<file path="src/rtl/offtime_pkg.sv">
package offtime_pkg;
    typedef enum logic {
        ST_DRIVE = 1'b0,
        ST_OFF   = 1'b1
    } drv_state_e;

    typedef enum logic [1:0] {
        DK_SLOW  = 2'b00,
        DK_MIXLO = 2'b01,
        DK_MIXHI = 2'b10,
        DK_FAST  = 2'b11
    } decay_code_e;
endpackage

</file>
<file path="src/rtl/offtime_ctrl.sv">
module offtime_ctrl
    import offtime_pkg::*;
#(
    parameter int OFF_TICKS = 96,
    parameter int FAST_LO   = 14,
    parameter int FAST_HI   = 46,
    localparam int CW       = $clog2(OFF_TICKS + 1)
) (
    input  logic       clk,
    input  logic       rst_n,
    input  logic       tick,
    input  logic       trip_ok,
    input  logic [1:0] decay_sel,
    output logic       src_en,
    output logic       decay_fast,
    output logic       off_done
);
    typedef struct packed {
        drv_state_e    st;
        logic [CW-1:0] cnt;
    } regs_t;

    regs_t         r_d, r_q;
    logic [CW-1:0] fast_len;

    always_comb begin
        r_d      = r_q;
        off_done = 1'b0;
        unique case (decay_code_e'(decay_sel))
            DK_SLOW:  fast_len = '0;
            DK_MIXLO: fast_len = CW'(FAST_LO);
            DK_MIXHI: fast_len = CW'(FAST_HI);
            default:  fast_len = CW'(OFF_TICKS);
        endcase
        if (r_q.st == ST_DRIVE) begin
            if (trip_ok) begin
                r_d.st  = ST_OFF;
                r_d.cnt = '0;
            end
        end else if (tick) begin
            if (r_q.cnt == CW'(OFF_TICKS - 1)) begin
                r_d.st   = ST_DRIVE;
                r_d.cnt  = '0;
                off_done = 1'b1;
            end else begin
                r_d.cnt = r_q.cnt + 1'b1;
            end
        end
        src_en     = (r_q.st == ST_DRIVE);
        decay_fast = (r_q.st == ST_OFF) && (r_q.cnt < fast_len);
    end

    always_ff @(posedge clk or negedge rst_n) begin
        if (!rst_n) begin
            r_q.st  <= ST_DRIVE;
            r_q.cnt <= '0;
        end else begin
            r_q <= r_d;
        end
    end


    trip_start_chk: assert property (@(posedge clk) disable iff (!rst_n)
        (r_q.st == ST_DRIVE && trip_ok) |=> (r_q.st == ST_OFF && r_q.cnt == '0));


    off_hold_chk: assert property (@(posedge clk) disable iff (!rst_n)
        (r_q.st == ST_OFF && r_q.cnt != CW'(OFF_TICKS - 1)) |=> (r_q.st == ST_OFF));


    tick_only_chk: assert property (@(posedge clk) disable iff (!rst_n)
        (r_q.st == ST_OFF && !tick) |=> $stable(r_q.cnt));


    drive_slow_chk: assert property (@(posedge clk) disable iff (!rst_n)
        src_en |-> !decay_fast);


    full_fast_chk: assert property (@(posedge clk) disable iff (!rst_n)
        (decay_sel == 2'b11 && !src_en) |-> decay_fast);
endmodule

</file>
<file path="src/rtl/blank_ctrl.sv">
module blank_ctrl #(
    parameter int BLANK_SHORT = 6,
    parameter int BLANK_LONG  = 12,
    localparam int BW         = $clog2(BLANK_LONG + 1)
) (
    input  logic clk,
    input  logic rst_n,
    input  logic tick,
    input  logic start,
    input  logic blank_sel,
    output logic blanking
);
    typedef struct packed {
        logic [BW-1:0] cnt;
    } regs_t;

    regs_t r_d, r_q;

    always_comb begin
        r_d = r_q;
        if (start) begin
            r_d.cnt = blank_sel ? BW'(BLANK_LONG) : BW'(BLANK_SHORT);
        end else if (tick && r_q.cnt != '0) begin
            r_d.cnt = r_q.cnt - 1'b1;
        end
        blanking = (r_q.cnt != '0);
    end

    always_ff @(posedge clk or negedge rst_n) begin
        if (!rst_n) begin
            r_q.cnt <= '0;
        end else begin
            r_q <= r_d;
        end
    end


    blank_load_chk: assert property (@(posedge clk) disable iff (!rst_n)
        start |=> blanking);


    blank_bound_chk: assert property (@(posedge clk) disable iff (!rst_n)
        r_q.cnt <= BW'(BLANK_LONG));


    blank_hold_chk: assert property (@(posedge clk) disable iff (!rst_n)
        (!tick && !start) |=> $stable(r_q.cnt));
endmodule

</file>
<file path="src/rtl/event_detect.sv">
module event_detect (
    input  logic clk,
    input  logic rst_n,
    input  logic phase,
    input  logic enable,
    output logic restart
);
    typedef struct packed {
        logic phase;
        logic enable;
    } regs_t;

    regs_t r_d, r_q;

    always_comb begin
        r_d.phase  = phase;
        r_d.enable = enable;
        restart    = (phase ^ r_q.phase) | (enable & ~r_q.enable);
    end

    always_ff @(posedge clk or negedge rst_n) begin
        if (!rst_n) begin
            r_q.phase  <= 1'b0;
            r_q.enable <= 1'b0;
        end else begin
            r_q <= r_d;
        end
    end


    enable_fall_chk: assert property (@(posedge clk) disable iff (!rst_n)
        (r_q.enable && !enable && phase == r_q.phase) |-> !restart);
endmodule

</file>
<file path="src/rtl/offtime_decay_seq.sv">
module offtime_decay_seq #(
    parameter int OFF_TICKS   = 96,
    parameter int FAST_LO     = 14,
    parameter int FAST_HI     = 46,
    parameter int BLANK_SHORT = 6,
    parameter int BLANK_LONG  = 12
) (
    input  logic       clk,
    input  logic       rst_n,
    input  logic       osc_tick,
    input  logic       trip,
    input  logic [1:0] decay_sel,
    input  logic       blank_sel,
    input  logic       phase,
    input  logic       enable,
    output logic       src_en,
    output logic       decay_fast,
    output logic       blanking
);
    logic trip_ok;
    logic off_done;
    logic restart;
    logic blank_start;

    assign trip_ok     = trip & ~blanking;
    assign blank_start = off_done | restart;

    offtime_ctrl #(
        .OFF_TICKS (OFF_TICKS),
        .FAST_LO   (FAST_LO),
        .FAST_HI   (FAST_HI)
    ) u_off (
        .clk        (clk),
        .rst_n      (rst_n),
        .tick       (osc_tick),
        .trip_ok    (trip_ok),
        .decay_sel  (decay_sel),
        .src_en     (src_en),
        .decay_fast (decay_fast),
        .off_done   (off_done)
    );

    blank_ctrl #(
        .BLANK_SHORT (BLANK_SHORT),
        .BLANK_LONG  (BLANK_LONG)
    ) u_blank (
        .clk       (clk),
        .rst_n     (rst_n),
        .tick      (osc_tick),
        .start     (blank_start),
        .blank_sel (blank_sel),
        .blanking  (blanking)
    );

    event_detect u_evt (
        .clk     (clk),
        .rst_n   (rst_n),
        .phase   (phase),
        .enable  (enable),
        .restart (restart)
    );


    blank_mask_chk: assert property (@(posedge clk) disable iff (!rst_n)
        (blanking && src_en && trip) |=> src_en);


    reopen_blank_chk: assert property (@(posedge clk) disable iff (!rst_n)
        (!src_en && off_done) |=> (src_en && blanking));
endmodule

</file>
<file path="config.mk">
export PLATFORM = sky130hd
export DESIGN_NAME = offtime_decay_seq
export DESIGN_NICKNAME = d
export VERILOG_FILES = /design/src/rtl/offtime_pkg.sv /design/src/rtl/offtime_ctrl.sv /design/src/rtl/blank_ctrl.sv /design/src/rtl/event_detect.sv /design/src/rtl/offtime_decay_seq.sv
export SDC_FILE = /design/constraint.sdc
export NUM_CORES = 1
export LEC_CHECK = 0
export BUFFER_PORTS_ARGS = -buffer_cell sky130_fd_sc_hd__buf_4
export CAP_MARGIN = 25
export CORE_MARGIN = 1.5
export CORE_UTILIZATION = 59
export DETAILED_ROUTE_END_ITERATION = 10
export MAX_ROUTING_LAYER = met4
export PLACE_DENSITY = 0.82
export SLEW_MARGIN = 20
export SYNTH_ARGS = -nofsm -noshare
export SYNTH_HDL_FRONTEND = slang
export SYNTH_HIERARCHICAL = 1
export SYNTH_SLANG_ARGS = --single-unit
</file>
<file path="constraint.sdc">
create_clock -name clk -period 4.6 [get_ports clk]
set_input_delay 0.46 -clock clk [delete_from_list [all_inputs] [get_ports clk]]
set_output_delay 0.46 -clock clk [all_outputs]
set_load 0.01 [all_outputs]
</file>
======== After elaboration in Yosys (flattened, before gate mapping) ========
Index checks and enable logic that the tools add are counted.
word-level totals
  register bits after elaboration ......... 14
  input port bits ......................... 9
  output and inout bits ................... 3
  word-level logic and storage cells ...... 39
cells by class
  add/sub/neg operators ................... 2
  order comparisons ....................... 1
  equality and inequality tests ........... 4
  mux-type cells .......................... 12
  bitwise operators ....................... 8
  reductions and logical operators ........ 7
operators with widths
  operator                                          count
  two-way mux 8 bit                                 3
  one-hot mux 7 bit (3 select lines)                1
  two-way mux 4 bit                                 3
  adder 7 x 1 -> 7 bit, second input constant       1
  == test 7 bit, second input constant              1
  less-than comparator 7 bit                        1
  two-way mux 7 bit                                 1
  two-way mux 1 bit                                 4
  nonzero test 2 bit                                2
  nonzero test 4 bit                                1
  subtractor 4 x 1 -> 4 bit, second input constant  1
  inverter 1 bit                                    3
  bitwise AND 1 bit                                 2
  == test 2 x 1 -> 1 bit, second input constant     1
  == test 2 bit, second input constant              1
  logical AND 1 bit                                 2
  logical NOT 2 bit                                 1
  != test 2 bit, second input constant              1
  OR 1 bit                                          2
  AND reduction 2 bit                               1
  XOR 1 bit                                         1

======== Longest topological paths before layout ========
Gate-level depths: netlist of run 1.
  depth after elaboration ................. 6
  gate-level depth with buffers ........... 8
  depth with buffers taken out ............ 7

======== Modules after synthesis ========
The synthesis of run 1 kept the hierarchy.
by module, submodules not included
  module             instances  cells each  area an instance (um2)  sequential area each (um2)
  offtime_ctrl       1          59          549.3                   200.2
  blank_ctrl         1          23          242.7                   100.1
  event_detect       1          5           67.6                    50.0
  offtime_decay_seq  1          2           12.5                    0.0

======== Worst setup path after synthesis of run 1 ========
Ideal clock, no wire load.
  path type ............................... input -> output
  from .................................... in decay_sel[0]
  to ...................................... out decay_fast
  arrival time ............................ 1590 ps
  data required time ...................... 4140 ps
  setup slack ............................. 2550 ps
  stages on the path ...................... 5
  buffers on the path ..................... 0
  cell sequence ........................... ha_1 > inv_1 > ha_1 > a2111oi_0 > o21a_1
on the way
  longest elaborated chain between the ends .. 4
  elaborated cells on any way between the ends .. 6
  classes of those cells .................. order compare: 1; eq/ne: 2; mux: 1; reduce/logical: 2
ends and longest elaborated chain
  what                                         RTL line                 RTL
  start: declaration                           offtime_decay_seq.sv:12  input logic [1:0] decay_sel,
  == test 2 bit, or another cell as far along  offtime_ctrl.sv:29       unique case (decay_code_e'(decay_sel))
  one-hot mux 7 bit (3 select lines) (*)       offtime_ctrl.sv:29
  less-than comparator 7 bit (*)               offtime_ctrl.sv:50       decay_fast = (r_q.st == ST_OFF) && (r_q.cnt < fast_len);
  logical AND 1 bit (*)                        offtime_ctrl.sv:50
  end: declaration                             offtime_decay_seq.sv:17  output logic decay_fast,
Every way passes the cells marked *; elsewhere a longest branch is shown, timed or not.

======== Final worst setup path of run 1 ========
  from .................................... in decay_sel[1]
  to ...................................... out decay_fast
The elaborated chain is that of the path after synthesis.

==> metrics.csv, run 1 <==
stage,metric,value,unit
timing,final cycle utilization of the critical path,49.9,%
cts,CTS tree,built,
routing,metal3 WL,107,um
cts,worst skew pair latency,0.28,ns
final_layout,P&R area growth vs syn,12.3,%
pwr,Clk pwr share,18.5,%
place,PortBufs,11,
critical_path,worst flop-to-flop path endpoint,u_off/r_q[0],
synthesis,Simple-Gate Fraction of Synth Area,19.8,%
final_layout,most frequent cells in the layout,"dfrtp_1 (14), buf_4 (11), inv_1 (9)",
synthesis,Post-Synth Adder-Cell Area,10.0,%
pwr,Sw Ratio,36.7,%
pwr,Power per Cell Area,384,nW/um^2
cts,total CTS buffers,3,
cts,Post-CTS Setup Repair Bufs,0,
routing,DR WL/cell,15.4,um
timing,setup TNS,0,ns
critical_path,slowest CP cell,a2111oi_0,
cts,CTS resizes,0,
final_layout,"Design Area, Final",980,um^2
routing,DR iter-0 viols,22,
cts,clk slew on worst S/H paths,0.09,ns
critical_path,CP max FO,2,
routing,met1 wire length,812,um
place,Placed Area,957,um^2
timing,Slew @ Worst Pin,0.344,ns
die,Chip Width,41.4,um
critical_path,endpoint type of the worst setup path,output pin,
critical_path,CP top delay family,adder cells,
die,Initial Utilization,65.4,%
place,HPWL after detailed placement,1330,um
cts,"Hold-fix buffers, CTS",0,
routing,Max Used Layer,met4,
critical_path,R2R depth,7,
critical_path,Crit. Startpoint,decay_sel[1],
cts,CTS Root Cell,clkbuf_4,
pwr,Peak VDD IR,213,uV
critical_path,reg2reg start,u_blank/r_q[0],
final_layout,final-stage net count,119,
die,Die H,41.4,um
pwr,Pleak,0.439,nW
outcome,status,"complete, no violations",
critical_path,Max stage delay on crit path,0.35,ns
cts,worst-case clock buffer depth,2,
die,Core Rows,13,
synthesis,sequential fraction of the synthesis area,40.2,%
synthesis,Synth Register Bits,14,
synthesis,yosys warns,6,
routing,length of routed met2 wiring,855,um
die,core area,1330,um^2
synthesis,Yosys cell types,37,
critical_path,arrival time at the worst endpoint,1.84,ns
critical_path,Worst R2R Setup Slack,2.59,ns
synthesis,post-synthesis xor/xnor area fraction,1.00,%
timing,Worst Slack Setup Final,2.30,ns
hold_path,HP Class,in2async,
routing,routed via count,718,
flow_run,Max Cap Viol,0,
critical_path,Worst Path Buf+Inv,3,
timing,relative slew slack,76.5,%
global_routing,initial antenna violation count,0,
critical_path,CP Cell Sequence,buf_4 -> ha_1 -> inv_1 -> ha_1 -> a2111oi_0 -> o21a_1 -> buf_4,
synthesis,Synth Net Count,105,
synthesis,synthesized area,872,um^2
routing,Antenna Nets Post-Route,0,
timing,Pins Over Slew Limit,0,
routing,DRT Pass-1 Iters,4,
timing,Post-Route Skew,0.0138,ns
global_routing,gr usage total,24.7,%
place,GPL Wtd Cong,0.897,
die,I/O pin count,12,
global_routing,gr ovfl total,0,
critical_path,startpoint types,input port,
final_layout,ANT cells,0,
cts,TritonCTS Sinks,14,
synthesis,mux contribution to synthesized area,2.44,%
global_routing,largest net degree at the start of global routing,15,
pwr,Cell Int Power,238,uW
timing,"Min Clock Period, post-route",2.30,ns
synthesis,largest family of logic cells by synthesized area,compound AO/OA/AOI/OAI gates,
cts,H-tree lvl count,1,
routing,via-per-instance ratio,6.19,
pwr,Sw Pwr,138,uW
critical_path,Required @ worst endpoint,4.14,ns
critical_path,Setup CP Type,in2out,
timing,highest clock rate,436,MHz
pwr,part of the power in registers,49.2,%
die,die area,1720,um^2
timing,Final Hold Fails,0,
timing,unrepaired setup endpoints after global routing,no,
place,dpl ws,2.28,ns
routing,Post-route DRC,0,
global_routing,first-pass GRT wire length,3160,um
final_layout,ratio of cells with drive above 1 in the final layout,19.8,%
final_layout,"commonest non-fill, non-tap cell in the layout",dfrtp_1,
global_routing,vias in the first global route,701,
synthesis,Post-Syn Area per Cell,9.80,um^2
pwr,combinational share of power,32.3,%
synthesis,Gate Count Post-Synth,89,
synthesis,post-synthesis compound-gate area fraction,20.8,%
routing,Total Wirelength,1790,um
timing,final setup fails,0,
==> sequential cells by signal, summed over array words and instances (netlist names) <==
register and cells:
u_blank/r_q 4, u_evt/r_q 2, u_off/r_q 8
==> cells by family (layout without fill, tap and decap cells) <==
logic type / count (synthesis) / after routing
xor gates and xnor gates: 1 / 1
buffers and inverters: 11 / 23
muxes: 2 / 2
and+or+nand+nor: 29 / 29
DFF: 14 / 14
AOI/OAI and AO/OA: 25 / 25
adders and majority gates: 7 / 7
==> worst max-delay path by stage <==
stage | end | slack (ns) | cells past startpoint
after global placement | decay_fast | 2.36 | 7
after floorplan | decay_fast | 2.55 | 5
final | decay_fast | 2.30 | 7
after detailed placement | decay_fast | 2.28 | 7
after CTS | decay_fast | 2.28 | 7
after global routing | decay_fast | 2.14 | 7
==> final cells by class <==
class | instances | area (um^2)
multi-input cells | 64 | 472
fillers | 103 | 354
flip-flops and latches | 14 | 350
repair buffers | 11 | 82.6
inverters | 9 | 33.8
clock buffers | 3 | 22.5
well taps | 15 | 18.8
==> stage by stage <==
stage                     util, %  std cells  power (mW)  hold slack (ns)
after floorplan                 -         89       0.263            0.164
after global placement       71.8        113       0.299            0.320
after detailed placement     71.8        113       0.307            0.323
after CTS                    73.5        116       0.377           0.0191
after global routing         73.5        116       0.406           0.0221
final                        73.5        116       0.376           0.0147
==> power by group through the flow <==
| stage | clock, mW | combinational [mW] | sequential, mW |
|---|---|---|---|
| after floorplan | 0 | 0.0903 | 0.173 |
| after global placement | 0 | 0.114 | 0.185 |
| after detailed placement | 0 | 0.120 | 0.186 |
| after CTS | 0.0705 | 0.122 | 0.184 |
| after global routing | 0.0749 | 0.141 | 0.190 |
| final | 0.0698 | 0.122 | 0.185 |
==> layer usage <==
layer	vias up	global-route usage, %
li1	354	-
met5	-	-
met4	0	8.39
met1	334	32.2
met3	2	5.22
met2	28	38.4
==> synth_stat cells <==
cell type	count	area, um^2
buf_2	1	5.00
nand4_1	1	6.26
a2111oi_0	1	8.76
o311ai_0	1	8.76
o21a_1	2	15.0
ha_1	7	87.6
nor3b_1	1	7.51
nor2b_1	1	6.26
nand2_1	6	22.5
a211o_2	1	10.0
or3b_1	2	17.5
mux2i_1	1	10.0
nand4_2	1	12.5
and2b_2	1	8.76
xnor2_1	1	8.76
nor2_1	4	15.0
nand3_1	5	25.0
o21ai_1	2	10.0
o211ai_1	3	22.5
o31ai_1	2	15.0
nor4_2	1	12.5
a211oi_2	1	12.5
dfrtp_1	14	350
or2_1	1	6.26
nand2b_1	3	18.8
a31o_1	2	17.5
a211oi_1	1	7.51
o21ai_0	3	15.0
a21oi_1	2	10.0
buf_6	1	11.3
o22ai_1	2	12.5
o41ai_1	1	8.76
nor3_1	1	5.00
mux2_2	1	11.3
inv_1	9	33.8
nor4b_1	1	8.76
a21boi_0	1	7.51
Note: power is estimated with default switching activity, not from simulation.
==> inputs of run 2 (changes only) <==
--- a/config.mk
+++ b/config.mk
@@ -8,10 +8,10 @@
 export BUFFER_PORTS_ARGS = -buffer_cell sky130_fd_sc_hd__buf_4
 export CAP_MARGIN = 25
 export CORE_MARGIN = 1.5
-export CORE_UTILIZATION = 59
+export CORE_UTILIZATION = 49
 export DETAILED_ROUTE_END_ITERATION = 10
 export MAX_ROUTING_LAYER = met4
-export PLACE_DENSITY = 0.82
+export PLACE_DENSITY = 0.72
 export SLEW_MARGIN = 20
 export SYNTH_ARGS = -nofsm -noshare
 export SYNTH_HDL_FRONTEND = slang
==> constraint.sdc (replaced) <==
create_clock -name clk -period 2.1 [get_ports clk]
set_input_delay 0.21 -clock clk [delete_from_list [all_inputs] [get_ports clk]]
set_output_delay 0.21 -clock clk [all_outputs]
set_load 0.01 [all_outputs]
==> metrics.csv, run 2 (synthesis gave the netlist of run 1 again) <==
stage,metric,value,unit,change
place,PortBufs,11,,unchanged
outcome,status,"complete, no violations",,
die,Chip Width,45.2,um,+9.0%
hold_path,HP Class,in2reg,,
timing,Final Hold Fails,0,,unchanged
timing,Post-Route Skew,0.00228,ns,-0.0115 ns
routing,DR WL/cell,12.6,um,-18%
timing,Slew @ Worst Pin,0.360,ns,+0.0162 ns
die,Core Rows,15,,+2
cts,worst skew pair latency,0.27,ns,about the same
timing,Pins Over Slew Limit,0,,unchanged
cts,H-tree lvl count,1,,unchanged
final_layout,"commonest non-fill, non-tap cell in the layout",dfrtp_1,,
critical_path,Worst R2R Setup Slack,0.31,ns,-2.28 ns
global_routing,initial antenna violation count,0,,unchanged
die,Die H,45.2,um,+9.0%
cts,TritonCTS Sinks,14,,unchanged
cts,Post-CTS Setup Repair Bufs,0,,unchanged
routing,DRT Pass-1 Iters,4,,unchanged
routing,Post-route DRC,0,,unchanged
place,HPWL after detailed placement,1220,um,-8.0%
critical_path,Crit. Startpoint,u_off/r_q[2],,
routing,Total Wirelength,1520,um,-15%
critical_path,arrival time at the worst endpoint,1.71,ns,-0.13 ns
global_routing,first-pass GRT wire length,2540,um,-20%
global_routing,largest net degree at the start of global routing,15,,unchanged
final_layout,most frequent cells in the layout,"dfrtp_1 (14), buf_4 (12), inv_1 (9)",,
critical_path,startpoint types,flip-flop,,
final_layout,ANT cells,0,,unchanged
critical_path,Required @ worst endpoint,1.89,ns,-2.25 ns
die,Initial Utilization,51.6,%,-14 points
timing,hold_ws,0.0471,ns,+0.0324 ns
cts,worst-case clock buffer depth,2,,unchanged
place,GPL Wtd Cong,0.821,,-8.5%
timing,final setup fails,0,,unchanged
critical_path,worst flop-to-flop path endpoint,u_off/r_q[0],,
timing,"Min Clock Period, post-route",1.92,ns,
critical_path,Setup CP Type,reg2out,,
pwr,Overall Power,851,uW,+130%
global_routing,gr ovfl total,0,,unchanged
pwr,Peak VDD IR,581,uV,+170%
final_layout,Top reg by flops,u_off/r_q,,
die,die area,2040,um^2,+19%
routing,via-per-instance ratio,5.76,,-6.9%
routing,routed via count,697,,-2.9%
timing,final cycle utilization of the critical path,91.6,%,
die,I/O pin count,12,,unchanged
cts,CTS Root Cell,clkbuf_4,,
final_layout,max reg flops,8,,unchanged
routing,DR iter-0 viols,2,,-91%
global_routing,met3 Use GR,2.40,%,-2.8 points
critical_path,endpoint type of the worst setup path,output pin,,
pwr,Pleak,0.455,nW,+3.5%
place,dpl ws,0.301,ns,-1.98 ns
critical_path,reg2reg start,u_blank/r_q[0],,
die,core area,1690,um^2,+27%
critical_path,CP max FO,7,,+5
critical_path,R2R depth,7,,unchanged
global_routing,gr busiest metal,met2,,
timing,unrepaired setup endpoints after global routing,no,,
final_layout,P&R area growth vs syn,16.2,%,
flow_run,Max Cap Viol,0,,unchanged
cts,CTS tree,built,,
global_routing,M1 GR Usage,21.0,%,-11 points
final_layout,largest registers,"u_off/r_q: 8 flops, u_blank/r_q: 4 flops, u_evt/r_q: 2 flops",,
global_routing,vias in the first global route,607,,-13%
global_routing,met2 Use GR,29.7,%,-8.7 points
routing,Antenna Nets Post-Route,0,,unchanged
final_layout,ratio of cells with drive above 1 in the final layout,21.2,%,+1.4 points
final_layout,Util after Layout,60.0,%,-13 points
timing,relative slew slack,75.4,%,-1.1 points
pwr,Power per Cell Area,839,nW/um^2,+120%
timing,setup TNS,0,ns,unchanged
cts,clk slew on worst S/H paths,0.09,ns,about the same
timing,Worst Slack Setup Final,0.176,ns,-2.13 ns
cts,total CTS buffers,3,,unchanged
final_layout,final-stage net count,121,,+1.7%
critical_path,CP endpoint,decay_fast,,
global_routing,gr usage total,17.6,%,-7.1 points
timing,highest clock rate,520,MHz,
cts,CTS resizes,0,,unchanged
-- run 2: changes by cell type in the layout (fill, tap and decap cells not counted), sizes merged --
| cell | before | now |
|---|---|---|
| clkbuf | 3 | 4 |
| buf | 11 | 12 |
| dlygate4sd3 | 0 | 1 |
-- run 2: worst min-delay path by stage --
stage / from / end / slack, ns / cells past startpoint
after detailed placement: rst_n / u_off/r_q[6] / 0.07 / 1
after CTS: enable / u_evt/r_q[0] / 0.03 / 1
after global placement: rst_n / u_off/r_q[6] / 0.07 / 1
final: enable / u_evt/r_q[0] / 0.05 / 1
after global routing: enable / u_evt/r_q[0] / 0.03 / 1
after floorplan: rst_n / u_blank/r_q[0] / -0.09 / 0
-- run 2: final cells by class --
type	instances	area, um^2
repair buffers	13	100
flip-flops and latches	14	350
well taps	17	21.3
multi-input cells	64	472
fillers	163	676
inverters	9	33.8
clock buffers	4	36.3
-- run 2: per-stage QoR --
stage / area, um^2 / cells
6_report: 1010 / 121
5_1_grt: 1010 / 121
4_1_cts: 1010 / 121
3_5_place_dp: 967 / 116
3_3_place_gp: 967 / 116
2_1_floorplan: 872 / 89
-- run 2: timing repair --
item,CTS,global route
hold buffers,1,0
endpoints found under the setup margin,0,0
hold endpoints to repair,14,0
-- run 2: power breakdown --
group	switching [mW]	total, mW	internal [mW]	leakage (nW)
logic	0.124	0.257	0.133	0.264
clock network	0.0877	0.193	0.105	0.0210
registers	0.0779	0.401	0.323	0.170
-- run 2: worst max-delay path, cell delays in order (launching register included) --
cell and delay [ns]:
dfrtp_1 0.46, ha_1 0.32, a2111oi_0 0.36, o21a_1 0.19
buf_4 0.11
-- run 2: layer usage --
layer,vias to the layer above,wire length (um)
met5,-,0
met4,0,10
met3,2,43
met2,9,767
met1,330,699
li1,356,-
